===== src/rtl/spdiv_pkg.sv =====
package spdiv_pkg;

    localparam int unsigned HALF_W = 16;
    localparam int unsigned WORD_W = 2 * HALF_W;
    localparam int unsigned EXP_W  = 8;
    localparam int unsigned FRAC_W = 23;
    localparam int unsigned MANT_W = FRAC_W + 1;
    localparam int unsigned BIAS   = 127;
    // quotient bits: one possible leading zero, 24 mantissa bits, one round bit
    localparam int unsigned QBITS  = MANT_W + 2;
    localparam int unsigned REM_W  = MANT_W + 2;

    typedef struct packed {
        logic              sign;
        logic [EXP_W-1:0]  exp;
        logic [FRAC_W-1:0] frac;
    } sp_word_t;

    typedef enum logic {
        RND_NEAREST_EVEN = 1'b0,
        RND_TOWARD_ZERO  = 1'b1
    } rnd_mode_e;

    typedef struct packed {
        logic              sign;
        logic [EXP_W-1:0]  exp;
        logic [MANT_W-1:0] mant;
        logic              rnd_bit;
        logic              sticky;
    } norm_t;

    function automatic logic [MANT_W-1:0] with_hidden(input sp_word_t w);
        return {1'b1, w.frac};
    endfunction

endpackage


===== src/rtl/spdiv_ctrl.sv =====
module spdiv_ctrl #(
    parameter int unsigned LATENCY = 30,
    parameter int unsigned STEPS   = 26
) (
    input  logic clk,
    input  logic rst,
    input  logic start,
    output logic busy,
    output logic accept,
    output logic step_en,
    output logic norm_en,
    output logic round_en,
    output logic finish
);
    localparam int unsigned CNT_W = $clog2(LATENCY + 1);

    logic             busy_q;
    logic [CNT_W-1:0] cnt_q;

    assign accept   = start & ~busy_q;
    assign busy     = busy_q;
    assign step_en  = busy_q & (cnt_q < CNT_W'(STEPS));
    assign norm_en  = busy_q & (cnt_q == CNT_W'(STEPS));
    assign round_en = busy_q & (cnt_q == CNT_W'(STEPS + 1));
    assign finish   = busy_q & (cnt_q == CNT_W'(LATENCY - 1));

    always_ff @(posedge clk) begin
        if (rst) begin
            busy_q <= 1'b0;
            cnt_q  <= '0;
        end else if (accept) begin
            busy_q <= 1'b1;
            cnt_q  <= '0;
        end else if (busy_q) begin
            if (finish) begin
                busy_q <= 1'b0;
                cnt_q  <= '0;
            end else begin
                cnt_q <= cnt_q + 1'b1;
            end
        end
    end

endmodule


===== src/rtl/spdiv_remstep.sv =====
module spdiv_remstep #(
    parameter int unsigned REM_W = 26,
    parameter int unsigned DIV_W = 24
) (
    input  logic [REM_W-1:0] rem,
    input  logic [DIV_W-1:0] divisor,
    output logic [REM_W-1:0] rem_next,
    output logic             qbit
);
    logic [REM_W-1:0] div_ext;
    logic [REM_W-1:0] diff;

    assign div_ext  = REM_W'(divisor);
    assign qbit     = (rem >= div_ext);
    assign diff     = qbit ? (rem - div_ext) : rem;
    assign rem_next = diff << 1;

endmodule


===== src/rtl/spdiv_round.sv =====
module spdiv_round
    import spdiv_pkg::*;
(
    input  norm_t     norm,
    input  rnd_mode_e mode,
    output sp_word_t  result
);
    logic            inc;
    logic [MANT_W:0] sum;

    always_comb begin
        inc = (mode == RND_NEAREST_EVEN) & norm.rnd_bit & (norm.sticky | norm.mant[0]);
        sum = {1'b0, norm.mant} + (MANT_W + 1)'(inc);
        result.sign = norm.sign;
        if (sum[MANT_W]) begin
            result.exp  = norm.exp + 1'b1;
            result.frac = sum[FRAC_W:1];
        end else begin
            result.exp  = norm.exp;
            result.frac = sum[FRAC_W-1:0];
        end
    end

endmodule


===== src/rtl/spdiv_seq.sv =====
module spdiv_seq
    import spdiv_pkg::*;
#(
    parameter int unsigned LATENCY = 30
) (
    input  logic              clk,
    input  logic              rst,
    input  logic              start,
    input  logic              rnd_mode,
    input  logic [HALF_W-1:0] a_hi,
    input  logic [HALF_W-1:0] a_lo,
    input  logic [HALF_W-1:0] b_hi,
    input  logic [HALF_W-1:0] b_lo,
    output logic              busy,
    output logic              done,
    output logic [HALF_W-1:0] q_hi,
    output logic [HALF_W-1:0] q_lo
);
    sp_word_t op_a, op_b;
    assign op_a = sp_word_t'({a_hi, a_lo});
    assign op_b = sp_word_t'({b_hi, b_lo});

    logic accept, step_en, norm_en, round_en, finish;

    spdiv_ctrl #(.LATENCY(LATENCY), .STEPS(QBITS)) u_ctrl (
        .clk      (clk),
        .rst      (rst),
        .start    (start),
        .busy     (busy),
        .accept   (accept),
        .step_en  (step_en),
        .norm_en  (norm_en),
        .round_en (round_en),
        .finish   (finish)
    );

    // working state
    logic              sign_q;
    logic [EXP_W-1:0]  exp_q;
    logic [MANT_W-1:0] div_q;
    logic [REM_W-1:0]  rem_q;
    logic [QBITS-1:0]  quo_q;
    rnd_mode_e         mode_q;
    norm_t             norm_q;
    sp_word_t          res_q;
    logic [WORD_W-1:0] out_q;
    logic              done_q;

    logic [REM_W-1:0]  rem_nx;
    logic              qbit;

    spdiv_remstep #(.REM_W(REM_W), .DIV_W(MANT_W)) u_step (
        .rem      (rem_q),
        .divisor  (div_q),
        .rem_next (rem_nx),
        .qbit     (qbit)
    );

    // normalization: leading quotient bit decides the window and exponent
    norm_t norm_d;
    always_comb begin
        norm_d.sign = sign_q;
        if (quo_q[QBITS-1]) begin
            norm_d.exp     = exp_q;
            norm_d.mant    = quo_q[QBITS-1:2];
            norm_d.rnd_bit = quo_q[1];
            norm_d.sticky  = quo_q[0] | (|rem_q);
        end else begin
            norm_d.exp     = exp_q - 1'b1;
            norm_d.mant    = quo_q[QBITS-2:1];
            norm_d.rnd_bit = quo_q[0];
            norm_d.sticky  = |rem_q;
        end
    end

    sp_word_t rounded;
    spdiv_round u_round (
        .norm   (norm_q),
        .mode   (mode_q),
        .result (rounded)
    );

    always_ff @(posedge clk) begin
        if (rst) begin
            sign_q <= 1'b0;
            exp_q  <= '0;
            div_q  <= '0;
            rem_q  <= '0;
            quo_q  <= '0;
            mode_q <= RND_NEAREST_EVEN;
            norm_q <= '0;
            res_q  <= '0;
            out_q  <= '0;
            done_q <= 1'b0;
        end else begin
            done_q <= finish;
            if (accept) begin
                sign_q <= op_a.sign ^ op_b.sign;
                exp_q  <= op_a.exp - op_b.exp + EXP_W'(BIAS);
                div_q  <= with_hidden(op_b);
                rem_q  <= REM_W'(with_hidden(op_a));
                quo_q  <= '0;
                mode_q <= rnd_mode_e'(rnd_mode);
            end
            if (step_en) begin
                rem_q <= rem_nx;
                quo_q <= {quo_q[QBITS-2:0], qbit};
            end
            if (norm_en) begin
                norm_q <= norm_d;
            end
            if (round_en) begin
                res_q <= rounded;
            end
            if (finish) begin
                out_q <= res_q;
            end
        end
    end

    assign done = done_q;
    assign q_hi = out_q[WORD_W-1:HALF_W];
    assign q_lo = out_q[HALF_W-1:0];

endmodule


===== config.mk =====
export PLATFORM = sky130hd
export DESIGN_NAME = spdiv_seq
export DESIGN_NICKNAME = d
export VERILOG_FILES = /design/src/rtl/spdiv_pkg.sv /design/src/rtl/spdiv_ctrl.sv /design/src/rtl/spdiv_remstep.sv /design/src/rtl/spdiv_round.sv /design/src/rtl/spdiv_seq.sv
export SDC_FILE = /design/constraint.sdc
export NUM_CORES = 1
export LEC_CHECK = 0
export BUFFER_PORTS_ARGS = -buffer_cell sky130_fd_sc_hd__clkbuf_2
export CAP_MARGIN = 10
export CORE_ASPECT_RATIO = 1.75
export CORE_MARGIN = 2
export CORE_UTILIZATION = 62
export CTS_BUF_LIST = sky130_fd_sc_hd__clkbuf_16
export DETAILED_ROUTE_END_ITERATION = 8
export GPL_TIMING_DRIVEN = 0
export PLACE_DENSITY = 0.89
export SLEW_MARGIN = 20
export SYNTH_ARGS = -nofsm -noshare
export SYNTH_HDL_FRONTEND = slang
export SYNTH_SLANG_ARGS = --single-unit
export TNS_END_PERCENT = 20

===== constraint.sdc =====
create_clock -name clk -period 7 [get_ports clk]
set_input_delay 2.1 -clock clk [delete_from_list [all_inputs] [get_ports clk]]
set_output_delay 2.1 -clock clk [all_outputs]
set_load 0.1 [all_outputs]

# Yosys cells after proc, flatten, opt, wreduce, memory -nomap -nowiden
# Index checks and enable logic that the tools add are counted.
# totals
output_inout_bits	34
elab_cells	58
reg_bits	192
in_bits	68
# classes
reduce_logical	4
n_bitwise	12
add_sub_neg	7
muxes	11
order_cmp	2
eq_ne	3
# ops
op	count
26-bit two-way mux	4
34-bit two-way mux	1
31-bit two-way mux	1
26-bit by 24-bit greater-or-equal comparator with 1-bit output	1
26-bit OR reduction	1
24-bit by 1-bit adder with 25-bit output	1
25-bit two-way mux	1
25-bit by 24-bit subtractor with 25-bit output	1
5-bit == test, second input constant	3
8-bit by 1-bit adder with 8-bit output, second input constant	1
8-bit by 7-bit adder with 8-bit output, second input constant	1
8-bit by 1-bit subtractor with 8-bit output, second input constant	1
8-bit subtractor	1
1-bit bitwise AND	7
5-bit by 1-bit adder with 5-bit output, second input constant	1
5-bit less-than comparator, second input constant	1
5-bit two-way mux	1
2-bit OR reduction	2
1-bit two-way mux	3
1-bit NOT	2
1-bit OR	2
2-bit nonzero test	1
1-bit bitwise XOR	1

# Logic depth before layout (Yosys ltp)
# depth
word_depth	5
ltp_mapped	14
depth_no_buf	13

# Hierarchy
# From an unflattened synthesis, not the netlist that was laid out.
# unflattened
hier_cells	1241
hier_area_um2	10502.6
# by_module_without_submodules
mod	cells_per_inst	instances	seq_area_each_um2	area_per_inst_um2
spdiv_seq	803	1	3723.6	7582.3
spdiv_remstep	271	1	0.0	1739.2
spdiv_round	122	1	0.0	809.5
spdiv_ctrl	45	1	120.1	371.6

# Worst setup path after synthesis
# OpenSTA, ideal clock, no wires.
# synth_timing
kind	input -> register
from	input b_hi[8]
to	register exp_q[7]
t_required_ps	6930
cell_stages	11
slack_ps	3013
path_buffers	0
setup_ps	70
arrival_time_ps	3917
cell_sequence	inv_1 ha_1 ha_1 fa_1 a21o_1 a21oi_1 o21bai_1 a21oi_1 xnor2_1 nand2_1 a21oi_1
# synth_via
elab_chain_cells	2
# synth_rtl
item	line	rtl
start: declaration	spdiv_seq.sv:12	input logic [HALF_W-1:0] b_hi,
8-bit subtractor	spdiv_seq.sv:99	exp_q <= op_a.exp - op_b.exp + EXP_W'(BIAS);
8-bit by 7-bit adder with 8-bit output	spdiv_seq.sv:99	
end signal: assignment	spdiv_seq.sv:99	
end: declaration	spdiv_seq.sv:39	logic [EXP_W-1:0] exp_q;
# Every way passes these cells.
# A chain may end at the register's enable or synchronous reset.

# Worst setup path after layout
# Same ends and word-level chain as after synthesis.

==> run_summary.xml <==
<?xml version="1.0" encoding="UTF-8"?>
<metrics>
  <group name="synth">
    <metric name="ys.flop_type" unit="">sky130_fd_sc_hd__dfxtp_1</metric>
    <metric name="synth.top_cells.by_area" unit="">sky130_fd_sc_hd__dfxtp_1 (40%), sky130_fd_sc_hd__nand2_1 (8.1%), sky130_fd_sc_hd__a21oi_1 (7.2%)</metric>
    <metric name="synth_top_area_frac" unit="">0.397</metric>
    <metric name="yosys.area.top_type" unit="">sky130_fd_sc_hd__dfxtp_1</metric>
    <metric name="synth_fp_nets" unit="">1316</metric>
    <metric name="async_reset_ff_frac" unit="">0</metric>
    <metric name="synthTopCellsByCount" unit="">sky130_fd_sc_hd__nand2_1 (209), sky130_fd_sc_hd__dfxtp_1 (192), sky130_fd_sc_hd__a21oi_1 (139), sky130_fd_sc_hd__nor2_1 (118), sky130_fd_sc_hd__clkbuf_1 (63)</metric>
    <metric name="ys_seq_elements" unit="">192</metric>
    <metric name="synth_area" unit="mm²">0.00968</metric>
    <metric name="synth_enable_flop_cells" unit="">0</metric>
    <metric name="post-synth-top-count-cell" unit="">sky130_fd_sc_hd__nand2_1</metric>
    <metric name="synth_cells" unit="">1202</metric>
    <metric name="synth.lib_cells_used.distinct" unit="">60</metric>
    <metric name="synth.avg_cell_area" unit="µm²">8.05</metric>
    <metric name="yosys_warnings" unit="">0</metric>
    <metric name="synth.yosys.seq_area_share" unit="">0.397</metric>
  </group>
  <group name="clock_tree">
    <metric name="hold_buffers" unit="">0</metric>
    <metric name="clk_root_buffer_cell" unit="">sky130_fd_sc_hd__clkbuf_16</metric>
    <metric name="cts.reportedPaths.clkPinSlew" unit="ps">80</metric>
    <metric name="cts_post_setup_buffers_inserted" unit="">0</metric>
    <metric name="clock-sinks" unit="">192</metric>
    <metric name="cts_tree" unit="">done</metric>
    <metric name="h-tree-depth" unit="">4</metric>
    <metric name="cts_max_path_buffers" unit="">2</metric>
    <metric name="cts-resized-gates" unit="">0</metric>
    <metric name="source_to_sink_clock_delay_at_the_later_pin_of_the_worst_skew_pair" unit="ps">440</metric>
    <metric name="numCtsBuffers" unit="">17</metric>
  </group>
  <group name="setup_path">
    <metric name="maximum_fanout_along_the_worst_path" unit="">2</metric>
    <metric name="criticalPathCategory" unit="">in2reg</metric>
    <metric name="worst_setup_path_start_kind" unit="">input pin</metric>
    <metric name="worst-endpoint-arrival" unit="ps">4330</metric>
    <metric name="worst_ep_required_time" unit="ps">7360</metric>
    <metric name="setup.worst_path.end_class" unit="">register</metric>
  </group>
  <group name="sta">
    <metric name="timing.clock.skew" unit="ps">11.9</metric>
    <metric name="setup_repair_after_global_routing_missed_its_margin" unit="">false</metric>
    <metric name="min_period_over_period" unit="">0.568</metric>
    <metric name="hold-worst-slack" unit="ps">445</metric>
    <metric name="finalSetupTns" unit="ps">0</metric>
    <metric name="max_clock_freq" unit="GHz">0.252</metric>
    <metric name="layout_min_cycle_time" unit="ps">3970</metric>
    <metric name="hold_vio_cnt_final" unit="">0</metric>
    <metric name="postLayoutSetupSlackWorst" unit="ps">3030</metric>
    <metric name="setup-violations-final" unit="">0</metric>
    <metric name="tightest_slew_margin_relative_to_the_limit" unit="">0.443</metric>
    <metric name="final_max_slew_viol_count" unit="">0</metric>
    <metric name="worst_max_slew_pin_slew" unit="ps">831</metric>
  </group>
  <group name="detailed_routing">
    <metric name="route.detailed.wl_per_inst" unit="µm">17.2</metric>
    <metric name="drc" unit="">0</metric>
    <metric name="drt_iter0_markers" unit="">495</metric>
    <metric name="detail_route.first_pass.iterations" unit="">8</metric>
    <metric name="drtAntennaViolNets" unit="">0</metric>
    <metric name="finalWirelength" unit="mm">26.1</metric>
    <metric name="num_vias" unit="">9102</metric>
    <metric name="post_drt_via_cell_ratio" unit="">5.99</metric>
  </group>
  <group name="placed_design">
    <metric name="detailed_place.area" unit="mm²">0.0104</metric>
    <metric name="place_ws" unit="ps">2660</metric>
    <metric name="detailedPlacementHpwl" unit="mm">19.9</metric>
    <metric name="gpl.final_weighted_congestion" unit="">0.963</metric>
    <metric name="port_buffers" unit="">100</metric>
  </group>
  <group name="flow_run">
    <metric name="cap_violations" unit="">0</metric>
  </group>
  <group name="die">
    <metric name="chipWidth" unit="µm">98.4</metric>
    <metric name="floorplan.die_area" unit="mm²">0.0167</metric>
    <metric name="standard_cell_row_count" unit="">60</metric>
    <metric name="ioPinCount" unit="">102</metric>
    <metric name="die_span_y" unit="µm">169</metric>
    <metric name="initial_util" unit="">0.632</metric>
    <metric name="core" unit="mm²">0.0153</metric>
  </group>
  <group name="pwr">
    <metric name="power.density_cell_area" unit="mW/mm²">272</metric>
    <metric name="max-vdd-ir-drop" unit="V">0.000188</metric>
    <metric name="power_leakage" unit="nW">4.22</metric>
  </group>
  <group name="final_layout">
    <metric name="antenna_cells" unit="">0</metric>
    <metric name="share_of_layout_cells_above_drive_strength_1" unit="">0.117</metric>
    <metric name="postLayoutCellArea" unit="mm²">0.0110</metric>
    <metric name="nFillCells" unit="">1221</metric>
    <metric name="area.growth.synth_to_final" unit="%">13.9</metric>
    <metric name="finalNetCount" unit="">1435</metric>
    <metric name="utilization" unit="">0.720</metric>
  </group>
  <group name="global_routing">
    <metric name="antenna_found_initial" unit="">0</metric>
    <metric name="grt_usage" unit="">0.312</metric>
    <metric name="first_pass_grt_wire_length" unit="mm">42.1</metric>
    <metric name="global_route.overflow_total" unit="">0</metric>
    <metric name="first_global_vias" unit="">9131</metric>
    <metric name="largest_net_degree_at_the_start_of_global_routing" unit="">22</metric>
  </group>
  <group name="outcome">
    <metric name="run_status" unit="">complete, no violations</metric>
  </group>
  <group name="hold_path">
    <metric name="hold_class" unit="">reg2reg</metric>
  </group>
</metrics>
[logic make-up (layout without fill, tap and decap cells)]
logic type                 count (synthesis)  after routing  synth area share
and+or+nand+nor                          448            448             0.199
AOI/OAI and AO/OA                        288            288             0.191
DFF                                      192            192             0.397
buffers and inverters                    121            253            0.0486
xor gates and xnor gates                  63             63            0.0570
adders and majority gates                 46             46            0.0610
muxes                                     44             44            0.0462
[metrics by stage]
stage	instances	total power, mW
floorplan	1202	1.82
global placement	1488	2.00
detailed placement	1488	2.02
CTS	1520	2.98
global route	1520	3.12
finish	1520	3.00
[area by class of cell]
type                    count  area, µm²  area share
inverters                  46        173      0.0157
flip-flops and latches    192       3840       0.349
repair buffers            100        500      0.0454
well taps                 186        233      0.0211
clock buffers              17        425      0.0386
clock inverters            15        185      0.0168
plain buffers              75        298      0.0270
multi-input cells         889       5360       0.487
[power by group]
group / leakage, nW / internal (mW) / switching (mW)
combinational: 2.37 / 0.349 / 0.478
clock: 0.296 / 0.488 / 0.498
sequential: 1.56 / 1.13 / 0.0485
[final timing paths]
kind | depth (start not counted) | slack (ps) | from | endpoint
setup / recovery | 12 | 3030 | b_hi[8] | exp_q[7]
hold / removal | 2 | 450 | res_q[6] | res_q[6]
setup reg to reg | 13 | 3670 | rem_q[0] | rem_q[21]
hold reg to reg | 2 | 450 | res_q[6] | res_q[6]
[layer usage]
| metal | routed length, µm | track usage |
|---|---|---|
| met5 | 0 | 0 |
| met4 | 1550 | 0.201 |
| met3 | 1250 | 0.0474 |
| met2 | 14500 | 0.619 |
| met1 | 8730 | 0.285 |
[cells in the final DEF (no fill, tap or decap), types with 8 or more instances in the layout]
cell type                   instances
sky130_fd_sc_hd__a211oi_1          46
sky130_fd_sc_hd__a21o_1            14
sky130_fd_sc_hd__a21oi_1          139
sky130_fd_sc_hd__a221oi_1          12
sky130_fd_sc_hd__a22oi_1           17
sky130_fd_sc_hd__and3_1            10
sky130_fd_sc_hd__clkbuf_1          63
sky130_fd_sc_hd__clkbuf_16         17
sky130_fd_sc_hd__clkbuf_2         100
sky130_fd_sc_hd__dfxtp_1          192
sky130_fd_sc_hd__ha_1              44
sky130_fd_sc_hd__inv_1             46
sky130_fd_sc_hd__mux2i_1           39
sky130_fd_sc_hd__nand2_1          209
sky130_fd_sc_hd__nand3_1           46
sky130_fd_sc_hd__nand4_1           16
sky130_fd_sc_hd__nor2_1           118
sky130_fd_sc_hd__nor3_1            19
sky130_fd_sc_hd__nor4_1             8
sky130_fd_sc_hd__o21ai_0           14
sky130_fd_sc_hd__xnor2_1           33
sky130_fd_sc_hd__xor2_1            30
[flip-flops by register name, summed over array words and instances (netlist names)]
signal and cells:
norm_q 35, out_q 32, res_q 32, quo_q 26
rem_q 26, div_q 24, exp_q 8, u_ctrl.cnt_q 5
done 1, mode_q 1, sign_q 1, u_ctrl.busy 1
[worst max-delay path, cell delays in order]
cell	delay [ps]
sky130_fd_sc_hd__clkbuf_2	80
sky130_fd_sc_hd__inv_1	40
sky130_fd_sc_hd__ha_1	270
sky130_fd_sc_hd__ha_1	240
sky130_fd_sc_hd__fa_1	420
sky130_fd_sc_hd__a21o_1	200
sky130_fd_sc_hd__a21oi_1	270
sky130_fd_sc_hd__o21bai_1	100
sky130_fd_sc_hd__a21oi_1	180
sky130_fd_sc_hd__xnor2_1	180
sky130_fd_sc_hd__nand2_1	80
sky130_fd_sc_hd__a21oi_1	170
Power figures use the tool's default switching activity.
